==> src/rtl/gpio_ovr_pkg.sv <==
package gpio_ovr_pkg;

   localparam int ADDR_W = 2;

   typedef enum logic [ADDR_W-1:0] {
      REG_DIR   = 2'd0,
      REG_LATCH = 2'd1,
      REG_PIN   = 2'd2,
      REG_NONE  = 2'd3
   } gpio_reg_e;

endpackage

==> src/rtl/gpio_ovr_regs.sv <==
module gpio_ovr_regs
   import gpio_ovr_pkg::*;
#(
   parameter int WIDTH = 8,
   parameter logic [WIDTH-1:0] DIR_RST = '1,
   parameter logic [WIDTH-1:0] LAT_RST = '0
) (
   input  logic              clk,
   input  logic              rst_n,
   input  logic [ADDR_W-1:0] addr,
   input  logic [WIDTH-1:0]  wdata,
   input  logic              we,
   input  logic [WIDTH-1:0]  pin_sync,
   output logic [WIDTH-1:0]  rdata,
   output logic [WIDTH-1:0]  dir_q,
   output logic [WIDTH-1:0]  lat_q
);

   gpio_reg_e sel_reg;
   logic      wr_dir;
   logic      wr_lat;

   assign sel_reg = gpio_reg_e'(addr);
   assign wr_dir  = we && (sel_reg == REG_DIR);
   assign wr_lat  = we && ((sel_reg == REG_LATCH) || (sel_reg == REG_PIN));

   always_ff @(posedge clk or negedge rst_n) begin
      if (!rst_n) begin
         dir_q <= DIR_RST;
      end else if (wr_dir) begin
         dir_q <= wdata;
      end
   end

   always_ff @(posedge clk or negedge rst_n) begin
      if (!rst_n) begin
         lat_q <= LAT_RST;
      end else if (wr_lat) begin
         lat_q <= wdata;
      end
   end

   always_comb begin
      unique case (sel_reg)
         REG_DIR:   rdata = dir_q;
         REG_LATCH: rdata = lat_q;
         REG_PIN:   rdata = pin_sync;
         default:   rdata = '0;
      endcase
   end

endmodule

==> src/rtl/gpio_ovr_sync.sv <==
module gpio_ovr_sync #(
   parameter int WIDTH  = 8,
   parameter int STAGES = 2
) (
   input  logic             clk,
   input  logic             rst_n,
   input  logic [WIDTH-1:0] d,
   output logic [WIDTH-1:0] q
);

   logic [WIDTH-1:0] chain [STAGES];

   always_ff @(posedge clk or negedge rst_n) begin
      if (!rst_n) begin
         chain[0] <= '0;
      end else begin
         chain[0] <= d;
      end
   end

   for (genvar s = 1; s < STAGES; s++) begin : g_stage
      always_ff @(posedge clk or negedge rst_n) begin
         if (!rst_n) begin
            chain[s] <= '0;
         end else begin
            chain[s] <= chain[s-1];
         end
      end
   end

   assign q = chain[STAGES-1];

endmodule

==> src/rtl/gpio_ovr_pinmux.sv <==
module gpio_ovr_pinmux #(
   parameter int WIDTH = 8
) (
   input  logic [WIDTH-1:0] dir_q,
   input  logic [WIDTH-1:0] lat_q,
   input  logic [WIDTH-1:0] periph_sel,
   input  logic [WIDTH-1:0] periph_dout,
   input  logic [WIDTH-1:0] periph_oe,
   input  logic [WIDTH-1:0] periph_force_in,
   output logic [WIDTH-1:0] pad_out,
   output logic [WIDTH-1:0] pad_oe
);

   for (genvar p = 0; p < WIDTH; p++) begin : g_pin
      always_comb begin
         pad_out[p] = periph_sel[p] ? periph_dout[p] : lat_q[p];
         if (periph_force_in[p]) begin
            pad_oe[p] = 1'b0;
         end else if (periph_sel[p] && periph_oe[p]) begin
            pad_oe[p] = 1'b1;
         end else begin
            pad_oe[p] = ~dir_q[p];
         end
      end
   end

endmodule

==> src/rtl/gpio_ovr_port.sv <==
module gpio_ovr_port
   import gpio_ovr_pkg::*;
#(
   parameter int WIDTH       = 8,
   parameter int SYNC_STAGES = 2
) (
   input  logic              clk,
   input  logic              rst_n,
   input  logic [ADDR_W-1:0] bus_addr,
   input  logic [WIDTH-1:0]  bus_wdata,
   input  logic              bus_we,
   output logic [WIDTH-1:0]  bus_rdata,
   input  logic [WIDTH-1:0]  periph_sel,
   input  logic [WIDTH-1:0]  periph_dout,
   input  logic [WIDTH-1:0]  periph_oe,
   input  logic [WIDTH-1:0]  periph_force_in,
   output logic [WIDTH-1:0]  periph_din,
   input  logic [WIDTH-1:0]  pad_in,
   output logic [WIDTH-1:0]  pad_out,
   output logic [WIDTH-1:0]  pad_oe
);

   if (WIDTH < 1) begin : g_bad_width
      $error("gpio_ovr_port: WIDTH must be at least 1");
   end
   if (SYNC_STAGES < 2) begin : g_bad_sync
      $error("gpio_ovr_port: SYNC_STAGES must be at least 2");
   end

   logic [WIDTH-1:0] dir_q;
   logic [WIDTH-1:0] lat_q;
   logic [WIDTH-1:0] pin_sync;

   gpio_ovr_sync #(.WIDTH(WIDTH), .STAGES(SYNC_STAGES)) u_sync (
      .clk   (clk),
      .rst_n (rst_n),
      .d     (pad_in),
      .q     (pin_sync)
   );

   gpio_ovr_regs #(.WIDTH(WIDTH)) u_regs (
      .clk      (clk),
      .rst_n    (rst_n),
      .addr     (bus_addr),
      .wdata    (bus_wdata),
      .we       (bus_we),
      .pin_sync (pin_sync),
      .rdata    (bus_rdata),
      .dir_q    (dir_q),
      .lat_q    (lat_q)
   );

   gpio_ovr_pinmux #(.WIDTH(WIDTH)) u_mux (
      .dir_q           (dir_q),
      .lat_q           (lat_q),
      .periph_sel      (periph_sel),
      .periph_dout     (periph_dout),
      .periph_oe       (periph_oe),
      .periph_force_in (periph_force_in),
      .pad_out         (pad_out),
      .pad_oe          (pad_oe)
   );

   assign periph_din = pin_sync;

endmodule

==> config.mk <==
export PLATFORM = sky130hd
export DESIGN_NAME = gpio_ovr_port
export DESIGN_NICKNAME = d
export VERILOG_FILES = /design/src/rtl/gpio_ovr_pkg.sv /design/src/rtl/gpio_ovr_regs.sv /design/src/rtl/gpio_ovr_sync.sv /design/src/rtl/gpio_ovr_pinmux.sv /design/src/rtl/gpio_ovr_port.sv
export SDC_FILE = /design/constraint.sdc
export NUM_CORES = 1
export LEC_CHECK = 0
export BUFFER_PORTS_ARGS = -buffer_cell sky130_fd_sc_hd__buf_4
export CAP_MARGIN = 40
export CORE_ASPECT_RATIO = 1.2
export CORE_MARGIN = 1
export CORE_UTILIZATION = 46
export CTS_CLUSTER_DIAMETER = 150
export DETAILED_ROUTE_END_ITERATION = 8
export GPL_ROUTABILITY_DRIVEN = 1
export HOLD_SLACK_MARGIN = 0.05
export PLACE_DENSITY = 0.84
export RECOVER_POWER = 25
export SLEW_MARGIN = 20
export SYNTH_ARGS = -nofsm -noshare
export SYNTH_HDL_FRONTEND = slang
export SYNTH_SLANG_ARGS = --single-unit
==> constraint.sdc <==
create_clock -name clk -period 2 [get_ports clk]
set_input_delay 0.4 -clock clk [delete_from_list [all_inputs] [get_ports clk]]
set_output_delay 0.4 -clock clk [all_outputs]
set_load 0.01 [all_outputs]
# == After elaboration in Yosys (flattened, before gate mapping) ==
# Index checks and enable logic that the tools add are counted.
# totals
in_bits,53
out_inout_bits,32
register_bits,32
word_cells,51
# op_classes
eq_ne,2
bitwise_logic,8
n_reduce_logical,12
n_mux,25
# ops
operator,n
two-way mux 1 bit,24
one-hot mux 8 bit (3 select lines),1
logical AND 1 bit,10
inverter 1 bit,8
"== test 2 x 1 -> 1 bit, second input constant",1
"== test 2 bit, second input constant",1
zero test 2 bit,1
logical OR 1 bit,1

# == Logic depth before layout (Yosys ltp) ==
# depth
depth_word,3
depth_mapped,5
ltp_nobuf,4

# == Hierarchy ==
# From an unflattened synthesis, not the netlist that was laid out.
# unflattened
cells_unflattened,108
hier_area_um2,1480.2
# by_module_without_submodules
module,cells_per_inst,seq_area_each_um2,area_per_inst_um2,n_inst
gpio_ovr_regs,60,410.4,829.5,1
gpio_ovr_sync,24,400.4,460.4,1
gpio_ovr_pinmux,24,0.0,190.2,1

# == Worst setup path after synthesis ==
# No wires, ideal clock.
# synth_timing
path_type,input port to output port
startpoint,input port bus_addr[0]
endpoint,output port bus_rdata[5]
n_path_buf,1
required_time_ns,1.600
path_stages,5
arrival_time_ns,1.174
slack_ns,0.426
cell_sequence,inv_1 ha_1 clkbuf_1 a222oi_1 nor2_1
# synth_between
elab_chain_cells,2
word_cells_on_any_way,4
cone_classes,eq/ne: 2; mux: 1; reduce/logical: 1
# synth_rtl
element,line,rtl
"start, declared",gpio_ovr_port.sv:9,"input logic [ADDR_W-1:0] bus_addr,"
"== test 2 bit, or another cell as far along",gpio_ovr_regs.sv:44,unique case (sel_reg)
one-hot mux 8 bit (3 select lines) (*),gpio_ovr_regs.sv:44,
"end, declared",gpio_ovr_port.sv:12,"output logic [WIDTH-1:0] bus_rdata,"
# Every way passes the cells marked *; elsewhere a longest branch is shown, timed or not.

# == Worst setup path in the final report ==
# Same ends and word-level chain as after synthesis.

==> results.txt <==
hpwl dp: 2.71 mm
antenna violation net count after detailed routing: 0
Static Leak: 1.09 nW
post-synth net total: 165
Starting Density: 0.502
Ys Warns: 0
clock tree from TritonCTS: built
Pre-antenna DRT Iters: 7
Yosys reg bits: 32
final setup vio count: 0
drt total wl: 3.63 mm
Worst-path clk slew: 0.10 ns
via/cell ratio: 5.39
DRC: 0
status: finished, final reports clean
compound-gate portion of the synthesized area: 0.0828
cell count after synthesis: 108
Nets: 245
antenna cells: 0
# clock sinks: 32
I/O pin total: 85
adder-cell area share of the yosys netlist: 0.0345
maximum vdd drop: 0.658 mV
GRT Overall Usage: 0.238
Slew headroom: 0.494
Hold Crit Class: primary input to flip-flop
Avg Cell Area, Syn: 13.4 um^2
detailed router's first-iteration violation count: 67
ratio of cells with drive above 1 in the final layout: 0.672
CP Launch Type: primary input
WP data arrival: 1.46 ns
fin crit share: 0.929
max-slew violation count: 0
Setup crit end kind: output port
GP Congestion: 0.704
grt ovf: 0
Fillers: 188
Synth cell types: 14
pwr dens: 833 nW/um^2
Syn Std Cell Area: 1450 um^2
initial antenna violation count: 0
WHS: 0.187 ns
Core Rows: 21
PortBufs: 84
register area share after synthesis: 0.559
Layout area overhead: 48.2%
Root Buffer: clkbuf_4
first-pass GRT wire length: 5.64 mm
post-DR wirelength/cell: 16.3 um
pin count of the biggest net entering global routing: 33
crit path kind: primary input to output port
Total Neg Setup Slack: 0 ns
max_cap viols: 0
Max Fclk: 538 MHz
combinational family with the most area after synthesis: multiplexers
Period minus WS final: 1.86 ns
Post-Synth XOR/XNOR Area: 0
Clock Skew: 0.00826 ns
simple-gate area share of the yosys netlist: 0.0569
Clock Path Buffers: 2
H-tree depth: 2
post-synthesis mux area share: 0.207
worst-path maximum fanout: 8
commonest non-fill, non-tap cell in the layout: buf_4
postcts setup bufs: 0
number of global-route vias before repair: 1265
RSZ-0062 raised after global routing: false
die area: 3380 um^2
worst skew pair latency: 0.33 ns
vias: 1201
height of the die: 63.5 um
Die W: 53.3 um
Final Hold Viols: 0
most frequent cells in the layout: 75 x buf_4, 24 x dfrtp_1, 16 x mux2_2, 13 x clkbuf_4
core area: 2890 um^2
Req. time, crit path: 1.60 ns
worst slew pin tran: 0.758 ns
CTS Buf Count: 5
synthesized netlist by cell type (all sizes together):
master | count | area [um^2]
nand2 | 10 | 52.6
mux2 | 24 | 300
inv | 2 | 7.51
ha | 4 | 50.1
a222oi | 8 | 80.1
clkbuf | 2 | 7.51
dfstp | 8 | 210
a21oi | 8 | 40.0
nor2 | 8 | 30.0
buf | 10 | 71.3
dfrtp | 24 | 601
cell type report:
| cell class | instances | area (um^2) | area share |
|---|---|---|---|
| well taps | 34 | 42.5 | 0.0198 |
| inverters | 2 | 7.51 | 0.00349 |
| multi-input cells | 62 | 556 | 0.258 |
| clock inverters | 1 | 30.0 | 0.0140 |
| repair buffers | 85 | 638 | 0.297 |
| clock buffers | 7 | 65.1 | 0.0303 |
| flip-flops and latches | 32 | 811 | 0.377 |
cell families after synthesis:
group / Yosys count
DFF: 32
muxes: 24
and+or+nand+nor: 18
AOI/OAI and AO/OA: 16
buffers and inverters: 14
adders and majority gates: 4
registers in the layout (all words and copies together), names as in the netlist:
signal,flops
u_regs.dir_q,8
u_sync.chain,8
u_sync.q,8
u_regs.lat_q,8
critical path: stages:
cell	delay, ns
buf_4	0.10
inv_1	0.05
ha_1	0.33
a222oi_1	0.35
nor2_1	0.07
buf_4	0.16
metal layers:
layer,up-vias,share of wire,global-route usage
li1,540,-,-
met4,0,0.018,0.105
met1,591,0.36,0.265
met5,-,0,0
met3,8,0.064,0.0507
met2,62,0.56,0.416
power by group:
part	internal [W]	total [W]	switching [W]
registers	0.000749	0.000809	0.0000601
clock network	0.000332	0.000550	0.000218
logic	0.000267	0.000430	0.000163
total	0.00135	0.00179	0.000442
through the flow:
stage	total power [W]	std cells	utilization	cell area, um^2	setup slack (ns)
floorplan	0.00102	108	-	1450	0.426
global placement	0.00124	214	0.707	2040	0.104
detailed placement	0.00125	214	0.707	2040	0.0601
CTS	0.00181	223	0.744	2150	0.0503
global route	0.00188	223	0.744	2150	0.0544
finish	0.00179	223	0.744	2150	0.143
repair_timing:
item                                    4_1_cts  5_1_grt
hold buffers                                  1        0
resized for setup                             0        1
endpoints found under the setup margin        0        3
hold endpoints to repair                     24        0
path summary, 6_finish.rpt:
path / from / end / slack [ns] / cells past startpoint
worst max-delay path: bus_addr[0] / bus_rdata[5] / 0.14 / 6
worst min-delay path: pad_in[7] / u_sync.chain[15] / 0.19 / 1
worst max register to register: u_regs.lat_q[2] / u_regs.lat_q[2] / 1.21 / 1
worst min register to register: u_sync.chain[8] / u_sync.q[0] / 0.35 / 0
max in group asynchronous: rst_n / u_regs.lat_q[6] / 0.84 / 2
min in group asynchronous: rst_n / u_regs.lat_q[5] / 0.66 / 2
Note: power is estimated with default switching activity, not from simulation.
